### src/rtl/vcmp_pkg.sv
package vcmp_pkg;

    typedef enum logic [1:0] {
        FORM_SGE  = 2'd0,
        FORM_SLT  = 2'd1,
        FORM_CMP  = 2'd2,
        FORM_ADDR = 2'd3
    } form_e;

    typedef enum logic [2:0] {
        REL_EQ = 3'd0,
        REL_NE = 3'd1,
        REL_LT = 3'd2,
        REL_LE = 3'd3,
        REL_GT = 3'd4,
        REL_GE = 3'd5
    } relop_e;

    localparam int NUM_COND = 2;

endpackage

### src/rtl/vcmp_lane_order.sv
// Sign-magnitude ordering of two packed floats; both zeros are equal.
module vcmp_lane_order #(
    parameter int EXP_W = 7,
    parameter int MAN_W = 16
) (
    input  logic [EXP_W+MAN_W:0] a,
    input  logic [EXP_W+MAN_W:0] b,
    output logic                 lt,
    output logic                 eq
);
    localparam int FP_W = 1 + EXP_W + MAN_W;

    logic               sa, sb;
    logic [FP_W-2:0]    ma, mb;
    logic               za, zb;

    always_comb begin
        sa = a[FP_W-1];
        sb = b[FP_W-1];
        ma = a[FP_W-2:0];
        mb = b[FP_W-2:0];
        za = (ma == '0);
        zb = (mb == '0);
        eq = (za && zb) || (a == b);
        if (za && zb) begin
            lt = 1'b0;
        end else if (sa != sb) begin
            lt = sa;
        end else if (sa) begin
            lt = (ma > mb);
        end else begin
            lt = (ma < mb);
        end
    end
endmodule

### src/rtl/vcmp_to_int.sv
// Truncating float-to-signed-integer conversion with saturation.
module vcmp_to_int #(
    parameter int EXP_W = 7,
    parameter int MAN_W = 16,
    parameter int OUT_W = 8
) (
    input  logic [EXP_W+MAN_W:0] x,
    output logic [OUT_W-1:0]     y
);
    localparam int                FP_W   = 1 + EXP_W + MAN_W;
    localparam int                BIAS   = (1 << (EXP_W - 1)) - 1;
    localparam logic [EXP_W-1:0]  BIAS_V = EXP_W'(BIAS);
    localparam logic [EXP_W-1:0]  SAT_E  = EXP_W'(OUT_W - 1);
    localparam logic [EXP_W-1:0]  MAN_V  = EXP_W'(MAN_W);

    logic               sgn;
    logic [EXP_W-1:0]   ex;
    logic [EXP_W-1:0]   up;
    logic [MAN_W:0]     sig;
    logic [OUT_W-1:0]   mag;

    always_comb begin
        sgn = x[FP_W-1];
        ex  = x[FP_W-2:MAN_W];
        sig = {1'b1, x[MAN_W-1:0]};
        up  = ex - BIAS_V;
        mag = '0;
        y   = '0;
        if (ex < BIAS_V) begin
            y = '0;
        end else if (up >= SAT_E) begin
            y = sgn ? {1'b1, {(OUT_W-1){1'b0}}} : {1'b0, {(OUT_W-1){1'b1}}};
        end else begin
            mag = OUT_W'(sig >> (MAN_V - up));
            y   = sgn ? (~mag + 1'b1) : mag;
        end
    end
endmodule

### src/rtl/vcmp_relop.sv
// Decodes one three-bit compare operator against an ordering result.
module vcmp_relop
    import vcmp_pkg::*;
(
    input  logic [2:0] op,
    input  logic       lt,
    input  logic       eq,
    output logic       hit,
    output logic       known
);
    always_comb begin
        known = 1'b1;
        hit   = 1'b0;
        case (relop_e'(op))
            REL_EQ:  hit = eq;
            REL_NE:  hit = !eq;
            REL_LT:  hit = lt;
            REL_LE:  hit = lt || eq;
            REL_GT:  hit = !lt && !eq;
            REL_GE:  hit = !lt;
            default: known = 1'b0;
        endcase
    end
endmodule

### src/rtl/vcmp_unit.sv
module vcmp_unit
    import vcmp_pkg::*;
#(
    parameter int LANES  = 4,
    parameter int EXP_W  = 7,
    parameter int MAN_W  = 16,
    parameter int ADDR_W = 8
) (
    input  logic                          clk,
    input  logic                          rst_n,
    input  logic                          in_valid,
    input  logic [1:0]                    in_form,
    input  logic [LANES-1:0]              in_mask,
    input  logic [2:0]                    in_opx,
    input  logic [2:0]                    in_opy,
    input  logic [LANES*(1+EXP_W+MAN_W)-1:0] in_src1,
    input  logic [LANES*(1+EXP_W+MAN_W)-1:0] in_src2,
    output logic                          out_valid,
    output logic [LANES-1:0]              out_wen,
    output logic [LANES*(1+EXP_W+MAN_W)-1:0] out_vec,
    output logic [1:0]                    cond,
    output logic [ADDR_W-1:0]             addr_x,
    output logic [ADDR_W-1:0]             addr_y,
    output logic                          bad_op
);
    localparam int FP_W = 1 + EXP_W + MAN_W;
    localparam logic [FP_W-1:0] FP_ONE  = {2'b00, {(EXP_W-1){1'b1}}, {MAN_W{1'b0}}};
    localparam logic [FP_W-1:0] FP_ZERO = '0;

    typedef struct packed {
        logic                          vld;
        logic [LANES-1:0]              wen;
        logic [LANES-1:0][FP_W-1:0]    vec;
        logic [NUM_COND-1:0]           cc;
        logic [ADDR_W-1:0]             ax;
        logic [ADDR_W-1:0]             ay;
        logic                          bad;
    } state_t;

    state_t st_d, st_q;

    logic [LANES-1:0]       lane_lt;
    logic [LANES-1:0]       lane_eq;
    logic [NUM_COND-1:0]    rel_hit;
    logic [NUM_COND-1:0]    rel_known;
    logic [ADDR_W-1:0]      conv [NUM_COND];

    // Per-lane ordering
    for (genvar g = 0; g < LANES; g++) begin : g_lane
        vcmp_lane_order #(.EXP_W(EXP_W), .MAN_W(MAN_W)) order_i (
            .a  (in_src1[g*FP_W +: FP_W]),
            .b  (in_src2[g*FP_W +: FP_W]),
            .lt (lane_lt[g]),
            .eq (lane_eq[g])
        );
    end

    // Condition operators and integer converters for lanes 0 and 1
    for (genvar c = 0; c < NUM_COND; c++) begin : g_cc
        vcmp_relop rel_i (
            .op    (c == 0 ? in_opx : in_opy),
            .lt    (lane_lt[c]),
            .eq    (lane_eq[c]),
            .hit   (rel_hit[c]),
            .known (rel_known[c])
        );
        vcmp_to_int #(.EXP_W(EXP_W), .MAN_W(MAN_W), .OUT_W(ADDR_W)) cvt_i (
            .x (in_src1[c*FP_W +: FP_W]),
            .y (conv[c])
        );
    end

    always_comb begin
        st_d     = st_q;
        st_d.vld = in_valid;
        st_d.wen = '0;
        st_d.vec = '0;
        st_d.bad = 1'b0;
        if (in_valid) begin
            case (form_e'(in_form))
                FORM_SGE, FORM_SLT: begin
                    for (int i = 0; i < LANES; i++) begin
                        if (in_mask[i]) begin
                            st_d.wen[i] = 1'b1;
                            if (in_form == FORM_SGE) begin
                                st_d.vec[i] = (lane_eq[i] || !lane_lt[i]) ? FP_ONE : FP_ZERO;
                            end else begin
                                st_d.vec[i] = lane_lt[i] ? FP_ONE : FP_ZERO;
                            end
                        end
                    end
                end
                FORM_CMP: begin
                    for (int c = 0; c < NUM_COND; c++) begin
                        if (rel_known[c]) begin
                            st_d.cc[c] = rel_hit[c];
                        end else begin
                            st_d.bad = 1'b1;
                        end
                    end
                end
                FORM_ADDR: begin
                    if (in_mask[0]) st_d.ax = conv[0];
                    if (in_mask[1]) st_d.ay = conv[1];
                end
                default: ;
            endcase
        end
    end

    always_ff @(posedge clk or negedge rst_n) begin
        if (!rst_n) begin
            st_q <= '0;
        end else begin
            st_q <= st_d;
        end
    end

    assign out_valid = st_q.vld;
    assign out_wen   = st_q.wen;
    assign out_vec   = st_q.vec;
    assign cond      = st_q.cc;
    assign addr_x    = st_q.ax;
    assign addr_y    = st_q.ay;
    assign bad_op    = st_q.bad;

endmodule

### config.mk
export PLATFORM = sky130hd
export DESIGN_NAME = vcmp_unit
export DESIGN_NICKNAME = d
export VERILOG_FILES = /design/src/rtl/vcmp_pkg.sv /design/src/rtl/vcmp_lane_order.sv /design/src/rtl/vcmp_to_int.sv /design/src/rtl/vcmp_relop.sv /design/src/rtl/vcmp_unit.sv
export SDC_FILE = /design/constraint.sdc
export NUM_CORES = 1
export LEC_CHECK = 0
export BUFFER_PORTS_ARGS = -buffer_cell sky130_fd_sc_hd__buf_2
export CAP_MARGIN = 5
export CORE_MARGIN = 10
export CORE_UTILIZATION = 45
export DETAILED_ROUTE_END_ITERATION = 8
export GPL_TIMING_DRIVEN = 0
export PLACE_DENSITY_LB_ADDON = 0.3
export SLEW_MARGIN = 20
export SYNTH_ARGS = -nofsm -noshare
export SYNTH_HDL_FRONTEND = slang
export SYNTH_SLANG_ARGS = --single-unit
### constraint.sdc
create_clock -name clk -period 1.2 [get_ports clk]
set_input_delay 0 -clock clk [delete_from_list [all_inputs] [get_ports clk]]
set_output_delay 0 -clock clk [all_outputs]
set_load 0.01 [all_outputs]
==> results of run 1 <==
## kinds of logic after synthesis
group                      Yosys count  share of synthesized area, %
and+or+nand+nor                    343                         23.80
muxes                               57                         12.11
AOI/OAI and AO/OA                  232                         20.40
adders and majority gates          102                         16.27
other                                1                       0.04780
buffers and inverters              233                         16.27
xor gates and xnor gates            18                         2.185
DFF                                 28                         8.931
## placed cells by master (no fill, tap or decap), types with 10 or more instances in the layout
cell and instances:
nand2b_1 12, a21oi_1 50, buf_6 12, nand2_1 55
nand3_1 19, o21ai_0 26, buf_4 158, buf_2 248
ha_4 23, xnor2_1 11, conb_1 72, mux2i_1 19
nor4_1 41, and2_1 10, nor2_1 57, ha_1 79
nand4_1 39, o21ai_1 13, o211ai_1 10, nor2b_1 13
a21o_1 27, mux4_2 29, nor3_1 20, dfrtp_1 28
inv_1 93
## layer usage
| layer | global-route usage [%] | share of wire (%) |
|---|---|---|
| met1 | 30.18 | 44 |
| met2 | 38.99 | 47 |
| met3 | 4.093 | 7.5 |
| met4 | 3.943 | 1.3 |
| met5 | 0 | 0 |
## Yosys cell counts (9+ instances only)
cell type  count
buf_4         97
nand2_1       58
nand3_1       27
inv_1        108
mux4_2        26
nand2b_1      12
buf_2         11
and2_1        12
xnor2_1       14
and3_1         9
mux2i_1       24
dfrtp_1       28
nor3b_1       10
or3_1         10
a211oi_1      11
o211ai_1      10
nor4_1        44
o21ai_0       43
a21oi_1       59
nor2b_1       13
clkbuf_1      13
a21o_1        27
ha_1         102
nor2_1        60
nor3_1        26
nand4_1       39
## worst max-delay path by stage
| stage | startpoint | to | cells after the start |
|---|---|---|---|
| after floorplan | in_src1[40] | addr_y[5] | 12 |
| after global placement | in_src1[40] | addr_y[5] | 13 |
| after detailed placement | in_src1[40] | addr_y[5] | 13 |
| after CTS | in_src1[40] | addr_y[6] | 18 |
| after global routing | in_src1[40] | addr_y[6] | 16 |
| final | in_src1[40] | addr_y[6] | 16 |
## power groups by stage
stage	logic, mW	registers, mW	clock network, mW
6_report	4.85	1.12	0.872
5_1_grt	5.29	1.13	0.929
4_1_cts	4.47	1.12	0.902
3_5_place_dp	4.00	1.14	0
3_3_place_gp	3.94	1.13	0
2_1_floorplan	2.68	1.18	0
## worst max-delay path: stages
cell,delay (ns)
buf_8,0.11
clkbuf_16,0.14
clkinv_8,0.04
ha_4,0.19
or3_4,0.39
and4_4,0.19
nor4_4,0.31
buf_4,0.18
buf_6,0.10
buf_8,0.10
mux4_2,0.34
a2111oi_4,0.31
buf_4,0.17
o211ai_1,0.11
mux2i_1,0.17
o311ai_1,0.11
## flip-flops by register name, summed over array words and instances (netlist names)
register / cells
bad_op: 1
cond: 2
addr_x: 8
out_vec: 4
addr_y: 8
out_valid: 1
out_wen: 4
## area by class of cell
| type | instances | area, sq um |
|---|---|---|
| multi-input cells | 824 | 6979 |
| plain buffers | 123 | 958.4 |
| fillers | 1451 | 5753 |
| repair buffers | 322 | 1924 |
| inverters | 108 | 490.5 |
| clock buffers | 4 | 88.84 |
| well taps | 225 | 281.5 |
| flip-flops and latches | 28 | 700.7 |
## what timing repair did
item / in CTS / in global routing
pin swaps: 71 / 56
gates resized for setup: 95 / 61
setup buffers: 46 / 21
endpoints found under the setup margin: 22 / 22
hold endpoints to repair: 31 / 0
hold buffers: 4 / 0
==> impl_metrics.json, run 1 <==
{
  "rsz0062_at_grt": "true",
  "cts_buffers": 3,
  "netlist.area_leader.share_pct": 16.27,
  "worst-endpoint-required_ns": 1.33,
  "worst_pin_slew_ns": 0.6861,
  "drt-wirelength-per-cell_um": 17.71,
  "tns_ns": -25.09,
  "final.period_utilization_pct": 236.2,
  "p_sw_share_pct": 42.43,
  "dr_total_vias": 9002,
  "first_iter_violations": 523,
  "synthDistinctLibCells": 81,
  "drtAntennaViolNets": 0,
  "path_class": "in2reg",
  "clockRootBuffer": "clkbuf_16",
  "drt_pass1_iterations": 5,
  "place_inst": 1563,
  "finalNonFillerCells": 1634,
  "power.switching_mw": 2.901,
  "clock_latency_ns": 0.27,
  "layout_min_cycle_time_ns": 2.834,
  "combPwrFrac_pct": 70.9,
  "grt_max_degree": 29,
  "std_cell_rows": 48,
  "antenna_found_initial": 0,
  "h-tree-depth": 1,
  "die_height_um": 152.0,
  "port_buffers": 253,
  "start_util_pct": 45.67,
  "fin_ws_ns": -1.634,
  "violations": "setup timing",
  "ys_top_cells_by_area": "ha_1 (16%), buf_4 (9.3%), dfrtp_1 (8.9%)",
  "final_nets": 1719,
  "hold_viol_final": 0,
  "synth-edff-count": 0,
  "holdPathEnd": "bad_op",
  "vdd_drop_max_mv": 0.5204,
  "ys_async_sr_fraction_pct": 100.0,
  "yosysSeqAreaShare_pct": 8.931,
  "syn_inst": 1014,
  "power_frac_seq_pct": 16.3,
  "r2r_slack_ns": 0.23,
  "arrival_ns": 2.97,
  "wl_mm": 28.93,
  "tritoncts": "done",
  "maxCapViolCount": 0,
  "grt_pass1_vias": 8828,
  "dieArea_sq_um": 23110,
  "fin_skew_ns": 0,
  "reg2reg_depth": 4,
  "slew_headroom_pct": 54.26,
  "grt_usage_pct": 23.03,
  "holdWs_ns": 0.01998,
  "dp_slack_ns": -2.157,
  "end_kind": "flip-flop",
  "synth_flop_cell": "dfrtp_1",
  "drive_gt1_share_pct": 43.36,
  "report.final.slew_viol_count": 0,
  "area_growth_pct": 45.61,
  "power.share.clock_pct": 12.8,
  "cts-root-to-sink-buffers": 2,
  "gp_congestion": 0.9284,
  "n_antenna_cell": 0,
  "synth_area_sq_um": 7845,
  "hp-start": "in_opx[2]",
  "die_x_um": 152.0,
  "yosys.area.top_type": "ha_1",
  "grt_pass1_wl_mm": 45.80,
  "stdcell_area_sq_um": 11420,
  "status": "finished, violations left",
  "crit_fanout": 6,
  "fmax_mhz": 352.9,
  "fin_util_pct": 66.51,
  "avgViaCountPerCell": 5.509,
  "path_clk_slew_ns": 0.07,
  "finalSetupViolations": 22,
  "leakage_nw": 5.738,
  "place_hpwl_mm": 24.02,
  "worstReg2RegEnd": "addr_x[7]",
  "ios": 327,
  "fp.coreArea_sq_um": 17180,
  "power.density_nw_per_um2": 598.5,
  "r2r_start": "addr_x[7]",
  "dpl_cell_area_sq_um": 10130,
  "hp-class": "in2reg",
  "finalPower_mw": 6.837,
  "avgSynthCellArea_sq_um": 7.737,
  "synth-seq-cells": 28,
  "worstSetupStartpointType": "input port",
  "yosys_warnings": 0,
  "gr-total-overflow": 0,
  "intPower_mw": 3.937,
  "drc": 0,
  "cts.sinks": 28,
  "min_path_cells": 3
}
Power figures use the tool's default switching activity.
==> run 2, diff against run 1 <==
--- a/config.mk
+++ b/config.mk
@@ -5,6 +5,7 @@
 export SDC_FILE = /design/constraint.sdc
 export NUM_CORES = 1
 export LEC_CHECK = 0
+export ABC_AREA = 1
 export BUFFER_PORTS_ARGS = -buffer_cell sky130_fd_sc_hd__buf_2
 export CAP_MARGIN = 5
 export CORE_MARGIN = 10
==> run 2 against run 1 <==
- the run still ends with setup timing left
- critical path depth grew 8
- total power grew 13%
- clock power grew 13%
- final area grew 8.6%
- largest cell class unchanged
- highest routed layer unchanged
==> impl_metrics.json, run 2 <==
{
  "hp-class": "in2reg",
  "area_growth_pct": 64.63,
  "leakage_nw": 6.602,
  "synth-seq-cells": 28,
  "fillers": 1203,
  "ios": 327,
  "clock_latency_ns": 0.26,
  "cts_buffers": 3,
  "hold_viol_final": 0,
  "dieArea_sq_um": 22310,
  "antenna_found_initial": 3,
  "synthDistinctLibCells": 55,
  "fp.coreArea_sq_um": 16470,
  "crit_fanout": 9,
  "maxCapViolCount": 0,
  "worst_pin_slew_ns": 0.6748,
  "ys_top_cells_by_area": "ha_1 (17%), nand2_1 (14%), buf_4 (9.7%)",
  "yosys_warnings": 0,
  "avgSynthCellArea_sq_um": 6.189,
  "std_cell_rows": 47,
  "grt_pass1_wl_mm": 46.12,
  "slew_headroom_pct": 55.01,
  "netlist.area_leader.share_pct": 16.94,
  "grt_usage_pct": 24.48,
  "clockRootBuffer": "clkbuf_16",
  "yosysMostFrequentCell": "nand2_1",
  "drt_pass1_iterations": 6,
  "rsz0062_at_grt": "true",
  "mostFrequentLayoutCell": "buf_2",
  "port_buffers": 254,
  "drc": 0,
  "synth_flop_cell": "dfrtp_1",
  "tritoncts": "done",
  "yosysSeqAreaShare_pct": 9.302,
  "layout_min_cycle_time_ns": 2.472,
  "regArea_sq_um": 700.7,
  "die_x_um": 149.4,
  "path_clk_slew_ns": 0.07,
  "drt-wirelength-per-cell_um": 17.38,
  "final.period_utilization_pct": 206.0,
  "vdd_drop_max_mv": 0.5383,
  "drtAntennaViolNets": 0,
  "dp_slack_ns": -1.683,
  "multi_input_area_sq_um": 7122,
  "grt_max_degree": 29,
  "violations": "setup timing",
  "worstSetupStartpointType": "input port",
  "fin_ws_ns": -1.272,
  "yosys-top-cells-count": "nand2_1 (272), inv_1 (174), nand3_1 (144)",
  "gp_congestion": 0.9515,
  "arrival_ns": 2.62,
  "finalSetupViolations": 22,
  "path_class": "in2reg",
  "synth-edff-count": 0,
  "dr_total_vias": 10200,
  "final_nets": 1967,
  "report.final.slew_viol_count": 0,
  "start_util_pct": 45.74,
  "synth_area_sq_um": 7532,
  "syn_inst": 1217,
  "cts.sinks": 28,
  "fin_skew_ns": 0,
  "fmax_mhz": 404.6,
  "yosys.area.top_type": "ha_1",
  "die_height_um": 149.4,
  "status": "finished, violations left",
  "ys_async_sr_fraction_pct": 100.0,
  "first_iter_violations": 643,
  "grt_pass1_vias": 9660,
  "gr-total-overflow": 0,
  "avgViaCountPerCell": 5.424,
  "place_hpwl_mm": 23.39,
  "wl_mm": 32.69,
  "final_cell_mix": "buf_2 (228), nand2_1 (208), buf_4 (173)",
  "h-tree-depth": 1,
  "cts-root-to-sink-buffers": 2,
  "worst-endpoint-required_ns": 1.35,
  "tns_ns": -19.77,
  "end_kind": "flip-flop",
  "power.density_nw_per_um2": 625.8,
  "drive_gt1_share_pct": 48.82
}
-- run 2: cells by family (layout without fill, tap and decap cells) --
kind of cell | count (synthesis) | count (layout) | share of synthesized area [%]
AO/OA/AOI/OAI | 143 | 143 | 11.11
XOR/XNOR | 7 | 7 | 0.8140
adder cells (fa/ha/maj) | 102 | 102 | 16.94
buffers and inverters | 301 | 670 | 20.65
flip-flops | 28 | 28 | 9.302
other | 1 | 76 | 0.04979
AND/OR/NAND/NOR | 635 | 635 | 41.13
-- run 2: worst paths after layout --
kind                               to         from  slack, ns  cells after the start
setup / recovery            addr_x[6]  in_src1[16]      -1.27                     24
hold / removal             out_wen[3]   in_mask[3]       0.01                      3
setup reg to reg              cond[0]      cond[0]       0.47                      4
hold reg to reg             addr_y[5]    addr_y[5]       0.48                      2
max in group asynchronous   addr_x[0]        rst_n       0.45                      2
min in group asynchronous  out_wen[2]        rst_n       0.31                      2
-- run 2: layout make-up --
class / count / area share (%)
multi-input combinational: 959 / 57.43
tap: 220 / 2.220
buffer: 113 / 7.688
sequential: 28 / 5.650
timing repair buffer: 365 / 19.93
antenna: 4 / 0.08072
inverter: 188 / 6.155
clock buffer: 3 / 0.6054
clock inverter: 1 / 0.2422
-- run 2: worst max-delay path, cell delays in order --
cell and delay, ns:
buf_12 0.11, ha_4 0.17, nand2_1 0.07, nand2_2 0.08, buf_4 0.13, buf_4 0.14
or2_1 0.25, nand2_4 0.16, inv_2 0.12, nor2_4 0.18, nand3_1 0.12, nand2_1 0.11
inv_1 0.06, nand2_1 0.07, nand2_1 0.06, nand2_2 0.11, ha_4 0.15, inv_2 0.04
nor2_4 0.08, nand4_1 0.12, nand3b_1 0.11, nand2_1 0.05, nand2_1 0.06, nand2_1 0.05
-- run 2: per-layer routing --
layer / up-vias / GRT usage [%] / share of wire, %
li1: 4864 / - / -
met1: 4638 / 28.15 / 37
met2: 587 / 45.31 / 51
met3: 114 / 4.581 / 8.7
met4: 0 / 5.741 / 3.9
met5: - / 0 / 0
-- run 2: per-stage QoR --
step           std cells  utilization, %  hold WS [ns]  power (mW)  area (sq um)
2_1_floorplan       1288               -       -0.2956       3.805          8135
3_3_place_gp        1762           58.80       0.07519       4.956          9682
3_5_place_dp        1762           58.80       0.08623       5.021          9682
4_1_cts             1834           67.70      0.005503       6.750         11150
5_1_grt             1880           75.30       0.03451       8.267         12400
6_report            1881           75.31       0.01366       7.760         12400
-- run 2: report_power, final --
part | internal, mW | leakage [nW] | switching (mW)
clock network | 0.664 | 0.0511 | 0.324
registers | 1.06 | 0.367 | 0.0736
logic | 2.49 | 6.18 | 3.15
-- run 2: what timing repair did --
item	CTS	global route
setup endpoints to repair	22	22
pin swaps	107	167
resized for setup	182	227
endpoints found under the hold margin	32	0
cloned	5	0
hold buffers	7	0
setup buffers	58	46
==> run 3, diff against run 2 <==
--- a/config.mk
+++ b/config.mk
@@ -6,7 +6,7 @@
 export NUM_CORES = 1
 export LEC_CHECK = 0
 export ABC_AREA = 1
-export BUFFER_PORTS_ARGS = -buffer_cell sky130_fd_sc_hd__buf_2
+export BUFFER_PORTS_ARGS = -buffer_cell sky130_fd_sc_hd__clkbuf_2
 export CAP_MARGIN = 5
 export CORE_MARGIN = 10
 export CORE_UTILIZATION = 45
==> run 3 against run 2 <==
- the run still ends with setup timing left
- critical path depth increased by 2
- worst hold slack improved by 0.0049 ns
- final cell count decreased by 1.3%
- global-route usage decreased by 0.098 points
- flip-flop and latch count unchanged
- sequential power about the same
- clock skew unchanged
- via count decreased by 3.1%
- clock-buffer cell count unchanged
- sequential share of layout area increased by 0.19 points
- critical path type unchanged
- highest routed layer unchanged
==> impl_metrics.json, run 3 (synthesis gave the netlist of run 2 again) <==
{
  "crit_family": "simple AND/OR/NAND/NOR gates",
  "layout_min_cycle_time_ns": 2.463,
  "first_iter_violations": 719,
  "gp_congestion": 0.9516,
  "drtAntennaViolNets": 0,
  "drt_pass1_iterations": 6,
  "tritoncts": "done",
  "finalPower_mw": 7.475,
  "drt-wirelength-per-cell_um": 16.73,
  "avgViaCountPerCell": 5.322,
  "cts.sinks": 28,
  "grt_usage_pct": 24.38,
  "die_x_um": 149.4,
  "cts_buffers": 3,
  "std_cell_rows": 47,
  "hp-class": "in2reg",
  "fp.coreArea_sq_um": 16470,
  "dpl_cell_area_sq_um": 9682,
  "final_cell_mix": "clkbuf_2 (224), nand2_1 (221), buf_4 (156)",
  "grt_max_degree": 29,
  "fillers": 1322,
  "rsz0062_at_grt": "true",
  "fmax_mhz": 406.1,
  "report.final.slew_viol_count": 0,
  "finalNonFillerCells": 1857,
  "finalSetupViolations": 22,
  "start_util_pct": 45.74,
  "dieArea_sq_um": 22310,
  "power.density_nw_per_um2": 622.9,
  "place_hpwl_mm": 23.26,
  "worstSetupStartpointType": "input port",
  "gr-total-overflow": 0,
  "r2r_slack_ns": 0.47,
  "stdcell_area_sq_um": 12000,
  "clockRootBuffer": "clkbuf_16",
  "die_height_um": 149.4,
  "h-tree-depth": 1,
  "mostFrequentLayoutCell": "clkbuf_2",
  "holdWs_ns": 0.01859,
  "timing.critical_path.mode_cell": "nand2_1",
  "drive_gt1_share_pct": 45.99,
  "cp_num_buf_inv": 10,
  "dr_total_vias": 9883,
  "violations": "setup timing",
  "end_kind": "flip-flop",
  "grt_pass1_wl_mm": 46.08,
  "area_growth_pct": 59.32,
  "r2r_start": "cond[0]",
  "path_clk_slew_ns": 0.07,
  "clock_latency_ns": 0.26,
  "vdd_drop_max_mv": 0.5092,
  "worst-endpoint-required_ns": 1.36,
  "hold_viol_final": 0,
  "crit_fanout": 5,
  "leakage_nw": 6.464,
  "slew_headroom_pct": 48.99,
  "fin_skew_ns": 0,
  "grt_pass1_vias": 9608,
  "hp-start": "in_form[0]",
  "worst_pin_slew_ns": 0.7651,
  "holdPathEnd": "bad_op",
  "path_class": "in2reg",
  "status": "finished, violations left",
  "worstReg2RegEnd": "cond[0]",
  "cts-root-to-sink-buffers": 2,
  "maxCapViolCount": 0,
  "final_nets": 1945,
  "ios": 327,
  "min_path_cells": 4,
  "crit_path_max_incr_delay_ns": 0.27,
  "port_buffers": 254,
  "place_inst": 1762,
  "cpMaxStageDelayCell": "ha_4",
  "wl_mm": 31.07,
  "antenna_found_initial": 2,
  "final.period_utilization_pct": 205.2,
  "fin_ws_ns": -1.263,
  "startpoint": "in_src1[16]",
  "drc": 0,
  "reg2reg_depth": 4,
  "arrival_ns": 2.62
}
-- run 3: stage by stage --
| step | TNS, ns | util [%] | setup slack, ns |
|---|---|---|---|
| 2_1_floorplan | -17.16 | - | -1.181 |
| 4_1_cts | -17.46 | 67.98 | -1.101 |
| 3_3_place_gp | -27.44 | 58.80 | -1.678 |
| 5_1_grt | -22.81 | 72.88 | -1.361 |
| 3_5_place_dp | -28.24 | 58.80 | -1.725 |
| 6_report | -19.91 | 72.88 | -1.263 |
-- run 3: timing repair --
action	4_1_cts	5_1_grt
cloned	4	1
hold buffers	6	0
pin swaps	111	106
resized for setup	178	170
setup endpoints to repair	22	22
hold endpoints to repair	33	0
setup buffers	60	21
-- run 3: how the worst max path moves through the flow --
stage,endpoint,slack (ns),cells after the start
2_1_floorplan,addr_x[4],-1.18,26
3_3_place_gp,addr_x[4],-1.68,26
3_5_place_dp,addr_x[6],-1.73,24
4_1_cts,addr_x[6],-1.10,27
5_1_grt,addr_x[6],-1.36,27
6_report,addr_x[6],-1.26,26
-- run 3: cell type report --
class	instances	area [sq um]	area share, %
diodes	2	5.005	0.04171
multi-input cells	959	6890	57.42
flip-flops and latches	28	700.7	5.839
clock buffers	3	75.07	0.6256
repair buffers	343	2303	19.20
inverters	188	758.2	6.318
clock inverters	1	30.03	0.2502
well taps	220	275.3	2.294
plain buffers	113	962.2	8.018
-- run 3: report_power, final --
part           internal, mW  switching (mW)  total [mW]
Combinational          2.35            3.00        5.35
Clock                 0.664           0.327       0.992
Sequential             1.06          0.0801        1.14
-- run 3: worst min-delay path, cell delays in order --
cell      delay, ns
clkbuf_2       0.10
nor2_1         0.06
nand2_1        0.06
inv_1          0.03
-- run 3: per-layer routing --
metal | part of all wire [%] | routed length, um | track usage, %
met1 | 37 | 11530 | 28.30
met2 | 51 | 15730 | 44.49
met3 | 8.3 | 2591 | 4.490
met4 | 3.9 | 1213 | 6.526
met5 | 0 | 0 | 0
